[config.mk]
export PLATFORM = sky130hd
export DESIGN_NAME = dac_serial_writer
export DESIGN_NICKNAME = d
export VERILOG_FILES = /design/src/rtl/dac_wr_pkg.sv /design/src/rtl/dac_sclk_gen.sv /design/src/rtl/dac_frame_reg.sv /design/src/rtl/dac_wr_seq.sv /design/src/rtl/dac_serial_writer.sv
export SDC_FILE = /design/constraint.sdc
export NUM_CORES = 1
export LEC_CHECK = 0
export BUFFER_PORTS_ARGS = -buffer_cell sky130_fd_sc_hd__buf_4
export CAP_MARGIN = 20
export CORE_UTILIZATION = 45
export CTS_CLUSTER_SIZE = 20
export DETAILED_ROUTE_END_ITERATION = 10
export PLACE_DENSITY = 0.76
export SETUP_SLACK_MARGIN = 0.3
export SLEW_MARGIN = 15
export SYNTH_ARGS = -nofsm -noshare
export SYNTH_HDL_FRONTEND = slang
export SYNTH_HIERARCHICAL = 1
export SYNTH_SLANG_ARGS = --single-unit
[constraint.sdc]
create_clock -name clk -period 3.1 [get_ports clk]
set_input_delay 0.31 -clock clk [delete_from_list [all_inputs] [get_ports clk]]
set_output_delay 0.31 -clock clk [all_outputs]
set_load 0.1 [all_outputs]
[src/rtl/dac_wr_pkg.sv]
package dac_wr_pkg;
  typedef enum logic [1:0] {
    ST_IDLE  = 2'd0,
    ST_SHIFT = 2'd1,
    ST_TAIL  = 2'd2
  } wr_state_t;
endpackage

[src/rtl/dac_sclk_gen.sv]
module dac_sclk_gen #(
  parameter int DIV = 4
) (
  input  logic clk,
  input  logic rst_n,
  input  logic run,
  output logic sclk,
  output logic fall_tick
);
  localparam int PW = (DIV > 2) ? $clog2(DIV) : 1;
  localparam logic [PW-1:0] P_RISE = PW'(DIV/2 - 1);
  localparam logic [PW-1:0] P_LAST = PW'(DIV - 1);

  logic [PW-1:0] phase;

  assign fall_tick = run && (phase == P_LAST);

  always_ff @(posedge clk or negedge rst_n) begin
    if (!rst_n) begin
      phase <= '0;
      sclk  <= 1'b0;
    end else if (!run) begin
      phase <= '0;
      sclk  <= 1'b0;
    end else begin
      phase <= (phase == P_LAST) ? '0 : phase + 1'b1;
      if (phase == P_RISE) sclk <= 1'b1;
      if (phase == P_LAST) sclk <= 1'b0;
    end
  end
endmodule

[src/rtl/dac_frame_reg.sv]
module dac_frame_reg #(
  parameter int FRAME_W = 16
) (
  input  logic               clk,
  input  logic               rst_n,
  input  logic               load,
  input  logic               shift,
  input  logic               clear,
  input  logic [FRAME_W-1:0] frame_in,
  output logic               sdo,
  output logic               last
);
  localparam int CW = $clog2(FRAME_W);
  localparam logic [CW-1:0] C_LAST = CW'(FRAME_W - 1);

  logic [FRAME_W-1:0] sh;
  logic [CW-1:0]      cnt;

  assign sdo  = sh[FRAME_W-1];
  assign last = (cnt == C_LAST);

  always_ff @(posedge clk or negedge rst_n) begin
    if (!rst_n) begin
      sh  <= '0;
      cnt <= '0;
    end else if (load) begin
      sh  <= frame_in;
      cnt <= '0;
    end else if (clear) begin
      sh  <= '0;
      cnt <= '0;
    end else if (shift) begin
      sh  <= {sh[FRAME_W-2:0], 1'b0};
      cnt <= cnt + 1'b1;
    end
  end
endmodule

[src/rtl/dac_wr_seq.sv]
module dac_wr_seq
  import dac_wr_pkg::*;
(
  input  logic clk,
  input  logic rst_n,
  input  logic go,
  input  logic fall_tick,
  input  logic last,
  output logic load,
  output logic run,
  output logic shift,
  output logic clear,
  output logic busy,
  output logic cs_n
);
  wr_state_t st;

  assign load  = (st == ST_IDLE) && go;
  assign run   = (st == ST_SHIFT);
  assign shift = run && fall_tick && !last;
  assign clear = (st == ST_TAIL);

  always_ff @(posedge clk or negedge rst_n) begin
    if (!rst_n) begin
      st   <= ST_IDLE;
      busy <= 1'b0;
      cs_n <= 1'b1;
    end else begin
      unique case (st)
        ST_IDLE: if (go) begin
          st   <= ST_SHIFT;
          busy <= 1'b1;
          cs_n <= 1'b0;
        end
        ST_SHIFT: if (fall_tick && last) begin
          st   <= ST_TAIL;
          cs_n <= 1'b1;
        end
        ST_TAIL: begin
          st   <= ST_IDLE;
          busy <= 1'b0;
        end
        default: st <= ST_IDLE;
      endcase
    end
  end
endmodule

[src/rtl/dac_serial_writer.sv]
module dac_serial_writer #(
  parameter int DATA_W  = 12,
  parameter int HDR_W   = 4,
  parameter int CHANNEL = 3,
  parameter int DIV     = 4
) (
  input  logic              clk,
  input  logic              rst_n,
  input  logic [DATA_W-1:0] din,
  input  logic              go,
  output logic              busy,
  output logic              sclk,
  output logic              cs_n,
  output logic              sdo
);
  localparam int FRAME_W = HDR_W + DATA_W;
  localparam logic [HDR_W-1:0] HDR = HDR_W'(CHANNEL);

  logic load, run, shift, clear, fall_tick, last;
  logic [FRAME_W-1:0] frame_in;

  assign frame_in = {HDR, din};

  dac_wr_seq u_seq (
    .clk(clk), .rst_n(rst_n), .go(go), .fall_tick(fall_tick), .last(last),
    .load(load), .run(run), .shift(shift), .clear(clear),
    .busy(busy), .cs_n(cs_n)
  );

  dac_sclk_gen #(.DIV(DIV)) u_clk (
    .clk(clk), .rst_n(rst_n), .run(run), .sclk(sclk), .fall_tick(fall_tick)
  );

  dac_frame_reg #(.FRAME_W(FRAME_W)) u_frame (
    .clk(clk), .rst_n(rst_n), .load(load), .shift(shift), .clear(clear),
    .frame_in(frame_in), .sdo(sdo), .last(last)
  );
endmodule

== Yosys cells after proc, flatten, opt, wreduce, memory -nomap -nowiden ==
Cells that the tools add are included.

* Output and inout port bits: 4
* Word-level logic and storage cells: 49
* Register bits after elaboration: 27

* Equality and inequality tests: 8
* Reductions and logical operators: 13
* Muxes and demuxes: 19
* Add/sub/neg operators: 2

{| class="wikitable"
|+ Operators by type and width
! operator !! count
|-
| $mux 16 || 3
|-
| $mux 4 || 3
|-
| $mux 2 || 4
|-
| $mux 1 || 6
|-
| $logic_and 1x1->1 || 5
|-
| $add 4x1->4 const B || 1
|-
| $eq 2x1->1 const B || 2
|-
| $eq 2x2->1 const B || 2
|-
| $eq 4x4->1 const B || 1
|-
| $ne 2x2->1 const B || 2
|-
| $pmux 1 s2 || 2
|-
| $pmux 2 s2 || 1
|-
| $reduce_and 2->1 || 2
|-
| $reduce_bool 2->1 || 2
|-
| $ne 3x3->1 const B || 1
|-
| $reduce_and 3->1 || 1
|-
| $reduce_bool 3->1 || 1
|-
| $add 2x1->2 const B || 1
|-
| $logic_not 2->1 || 1
|-
| $logic_not 1->1 || 1
|}

== Logic depth before layout (Yosys ltp) ==
* Depth after elaboration: 7
* Mapped depth: 7

== Modules after synthesis ==
Netlist, hierarchy kept.

{| class="wikitable"
|+ By module, submodules not included
! module !! area an instance (um^2) !! cells an instance !! sequential area each (um^2) !! times used
|-
| dac_frame_reg || 987.2 || 88 || 500.5 || 1
|-
| dac_wr_seq || 191.4 || 20 || 101.3 || 1
|-
| dac_sclk_gen || 140.1 || 10 || 75.1 || 1
|-
| dac_serial_writer || 7.5 || 2 || 0.0 || 1
|}

== Worst setup path before layout ==
No wires, ideal clock.

* Kind: reg-to-reg
* Start point: register u_seq.st[1]
* End point: register u_frame.sh[10]
* Cell stages (with the launch flop): 8
* Required time: 2.981 ns
* Arrival: 1.548 ns
* Setup time: 0.119 ns
* Buffers on the path: 1
* Clock period less this slack: 1.666 ns
* Path slack: 1.434 ns
* Path through: dfrtp_1 nand2b_1 inv_1 and2_1 nor3b_2 buf_2 mux2i_1 o21ai_2

* Cells in the longest elaborated chain, start to end: 5

{| class="wikitable"
|+ Ends and longest elaborated chain
! what !! RTL line !! source
|-
| start: declaration || dac_wr_seq.sv:16 || <nowiki>wr_state_t st;</nowiki>
|-
| start signal: assignment || dac_wr_seq.sv:25 || <nowiki>st <= ST_IDLE;</nowiki>
|-
| start signal: assignment || dac_wr_seq.sv:31 || <nowiki>st <= ST_SHIFT;</nowiki>
|-
| start signal: assignment || dac_wr_seq.sv:36 || <nowiki>st <= ST_TAIL;</nowiki>
|-
| $eq 2x1->1 || dac_wr_seq.sv:19 || <nowiki>assign run = (st == ST_SHIFT);</nowiki>
|-
| via run || dac_serial_writer.sv:19 || <nowiki>logic load, run, shift, clear, fall_tick, last;</nowiki>
|-
| $logic_and 1x1->1 || dac_sclk_gen.sv:16 || <nowiki>assign fall_tick = run && (phase == P_LAST);</nowiki>
|-
| via fall_tick || dac_serial_writer.sv:19 ||
|-
| $logic_and 1x1->1 (2 in series) || dac_wr_seq.sv:20 || <nowiki>assign shift = run && fall_tick && !last;</nowiki>
|-
| via shift || dac_serial_writer.sv:19 ||
|-
| $reduce_bool 3->1 (no source line) || n/a ||
|-
| end signal: assignment || dac_frame_reg.sv:27 || <nowiki>sh <= frame_in;</nowiki>
|-
| end signal: assignment || dac_frame_reg.sv:33 || <nowiki>sh <= {sh[FRAME_W-2:0], 1'b0};</nowiki>
|-
| end: declaration || dac_frame_reg.sv:16 || <nowiki>logic [FRAME_W-1:0] sh;</nowiki>
|}

The timed path passes the listed nets, and every way through them passes these cells.
A chain may end at the register's enable or synchronous reset.

== Worst setup path in the final report ==
* Start point: register u_seq.st[1]
* End point: register u_frame.cnt[3]

* Cells in the longest elaborated chain, start to end: 5

{| class="wikitable"
|+ Ends and longest elaborated chain
! what !! RTL line !! source
|-
| $eq 2x1->1 || dac_wr_seq.sv:19 ||
|-
| via run || dac_serial_writer.sv:19 ||
|-
| $logic_and 1x1->1 || dac_sclk_gen.sv:16 ||
|-
| via fall_tick || dac_serial_writer.sv:19 ||
|-
| $logic_and 1x1->1 (2 in series) || dac_wr_seq.sv:20 ||
|-
| via shift || dac_serial_writer.sv:19 ||
|-
| $reduce_bool 3->1 (no source line) || n/a ||
|-
| end signal: assignment || dac_frame_reg.sv:34 || <nowiki>cnt <= cnt + 1'b1;</nowiki>
|-
| end: declaration || dac_frame_reg.sv:17 || <nowiki>logic [CW-1:0] cnt;</nowiki>
|}

The timed path passes the listed nets, and every way through them passes these cells.

==> flow_summary_export.csv <==
group,metric,value,unit
global_route,track_usage,0.152,
detailed_routing,ant_nets,0,
clocking,cts_made_buffers,3,
place,gp_congestion,0.707,
yosys,synth_area_leader_cell,"dfrtp_1",
sta,fin_skew,0.00646,ns
final_layout,final_util,0.544,
yosys,synthTopCellsByCount,"dfrtp_1, nand2_1, mux2i_1",
clocking,cts_tree,"yes",
critical_path,r2r_slack,1.05,ns
final_layout,synthToLayoutAreaGrowth,14.1,%
final_layout,fillers,250,
final_layout,multi_input_area,596,µm²
sta,layout_min_cycle_time,2.05,ns
detailed_routing,viasPerCell,5.08,
final_layout,drive_gt1_frac,0.277,
floorplanning,die-area,3170,µm²
sta,worstMarginPinSlew,0.761,ns
yosys,syn-cell-area,1330,µm²
global_route,antenna_found_initial,0,
global_route,grt_max_degree,28,
floorplanning,initial_utilization,0.477,
critical_path,rr_worst_depth,7,
place,place_area,1470,µm²
yosys,ys.flop_type,"dfrtp_1",
critical_path,worstPathArrival,2.27,ns
detailed_routing,num_vias,873,
yosys,ys_seq_elements,27,
detailed_routing,firstDrtPassIters,3,
floorplanning,die_x,56.3,µm
yosys,post-synth-top-count-cell,"dfrtp_1",
sta,maxSlewViolCount,0,
clocking,cts.htree.levels,1,
final_layout,antenna_cells,0,
critical_path,crit_required,3.32,ns
clocking,cts_root_buf,"clkbuf_4",
power_and_ir_drop,p_sw,547,µW
floorplanning,pin_count,19,
detailed_routing,drc_errors,0,
sta,fmax,487,MHz
power_and_ir_drop,leakage,0.000689,µW
critical_path,path_max_fanout,21,
hold_path,holdPathStages,3,
yosys,ys_seq_area_frac,0.510,
power_and_ir_drop,ir_worst_vdd,551,µV
global_route,grt_pass1_vias,903,
yosys,synth_area_leaders,"dfrtp_1, mux2i_1, nand2_1",
yosys,synth_edf_count,0,
power_and_ir_drop,combPwrFrac,0.468,
floorplanning,rows,19,
power_and_ir_drop,power.total,1370,µW
clocking,clkLatencyLatePin,0.32,ns
detailed_routing,drt_iter0_drc,17,
power_and_ir_drop,seq_power_share,0.421,
sta,fin_crit_sh,0.662,
yosys,yosysUniqueCellTypes,34,
power_and_ir_drop,power.density,906,nW/µm²
hold_path,min_path_type,"in -> reg",
final_layout,regArea,677,µm²
yosys,avgSynthCellArea,11.1,µm²
sta,hold_viol_final,0,
final_layout,final_cell_area,1510,µm²
floorplanning,die_h,56.3,µm
job,drv_cap,0,
sta,rsz0062_at_grt,"false",
floorplanning,coreArea,2780,µm²
sta,hold-worst-slack,0.182,ns
critical_path,cp-end-kind,"flip-flop",
run_status,outcome,"completed",
clocking,cts_hold_buf,1,
clocking,cts_resized,0,
global_route,gr-total-overflow,0,
yosys,synth_cells,120,
sta,tns,0,ns
place,io_buffers,18,
power_and_ir_drop,sw_frac_of_total,0.399,
sta,relSlewSlack,0.493,
power_and_ir_drop,internal_power,824,µW
yosys,yosys_warnings,6,
clocking,postCtsSetupRepairBufs,0,
sta,setup_violations,0,
yosys,async_flop_share,1.00,
clocking,tritoncts_num_sinks,27,
final_layout,nets,159,
clocking,clk_path_buf_depth,2,
detailed_routing,routed_wl,2100,µm
critical_path,worstSetupPathType,"reg -> reg",
critical_path,start_kind,"flip-flop",
place,dpl.hpwl,1480,µm
global_route,grt_pass1_wl,3800,µm
clocking,path_clk_slew,0.15,ns
yosys,synth_largest_type_area_fraction,0.491,
detailed_routing,wire_per_inst,12.2,µm
power_and_ir_drop,clockPowerShare,0.111,
==> worst paths after layout <==
check / from / end
worst max-delay path: u_seq/st[1]$_DFFE_PN0P_ / u_frame/cnt[3]$_DFFE_PN0P_
worst max register to register: u_seq/st[1]$_DFFE_PN0P_ / u_frame/cnt[3]$_DFFE_PN0P_
min in group asynchronous: rst_n / u_frame/sh[10]$_DFFE_PN0P_
worst min register to register: u_seq/st[1]$_DFFE_PN0P_ / u_seq/st[0]$_DFFE_PN0P_
worst min-delay path: din[10] / u_frame/sh[10]$_DFFE_PN0P_
max in group asynchronous: rst_n / u_seq/cs_n$_DFFE_PN1P_
==> power groups by stage <==
stage	Combinational, µW	Sequential [µW]	Clock [µW]
final	642	577	152
after global routing	702	597	175
after CTS	651	579	163
after detailed placement	647	586	0
after global placement	627	578	0
after floorplan	416	683	0
==> worst max-delay path: stages (launching register included) <==
cell and delay (ns):
dfrtp_1 0.43, nand2b_1 0.25, inv_1 0.14, and2_1 0.17, nor3b_4 0.17, buf_4 0.32, nand4_1 0.16, mux2_2 0.30
==> flip-flops by register name, indices dropped and copies added (netlist names) <==
name         flops
u_clk/phase      2
u_clk/sclk       1
u_frame/cnt      4
u_frame/sh      16
u_seq/busy       1
u_seq/cs_n       1
u_seq/st         2
==> layout by cell type (no fill, tap or decap) <==
master,instances
a21boi_2,1
inv_1,3
dfrtp_1,26
o221ai_1,1
a21oi_2,1
clkbuf_4,3
or2_1,1
a311oi_1,1
nor2_1,5
nor2b_1,2
clkinvlp_4,1
nand2b_1,4
nand2b_4,1
and2_1,2
mux2i_1,16
o21ai_2,7
dlygate4sd3_1,1
and2b_2,1
dfstp_2,1
a21oi_1,1
ha_1,2
nor3_1,1
nor3b_4,1
a21bo_2,1
nand3b_1,1
xnor2_1,1
buf_4,20
nand4_1,1
nand2_1,18
and3_1,1
conb_1,4
mux2_2,1
nor3b_1,1
o21ai_0,9
==> metal layers <==
metal  global-route usage  share of wire
met5                    0              0
met1                0.199           0.45
met2                0.255           0.52
met4               0.0627         0.0076
met3               0.0207          0.024
==> through the flow <==
step,setup slack [ns],std cells
after CTS,1.05,172
after global placement,1.17,167
after detailed placement,1.08,167
final,1.05,172
after floorplan,1.43,122
after global routing,0.901,172
==> logic make-up after synthesis <==
logic type	share of synthesized area
AO/OA/AOI/OAI	0.120
XOR/XNOR	0.00660
adder cells (fa/ha/maj)	0.0189
buffers and inverters	0.0509
flip-flops	0.510
multiplexers	0.129
other	0.00566
AND/OR/NAND/NOR	0.158
==> area by class of cell <==
| type | count | share of cell area |
|---|---|---|
| Sequential cell | 27 | 0.447 |
| Multi-Input combinational cell | 86 | 0.394 |
| Timing Repair Buffer | 21 | 0.106 |
| Tap cell | 31 | 0.0256 |
| Clock buffer | 3 | 0.0149 |
| Inverter | 3 | 0.00744 |
| Clock inverter | 1 | 0.00496 |
Power figures use the tool's default switching activity.
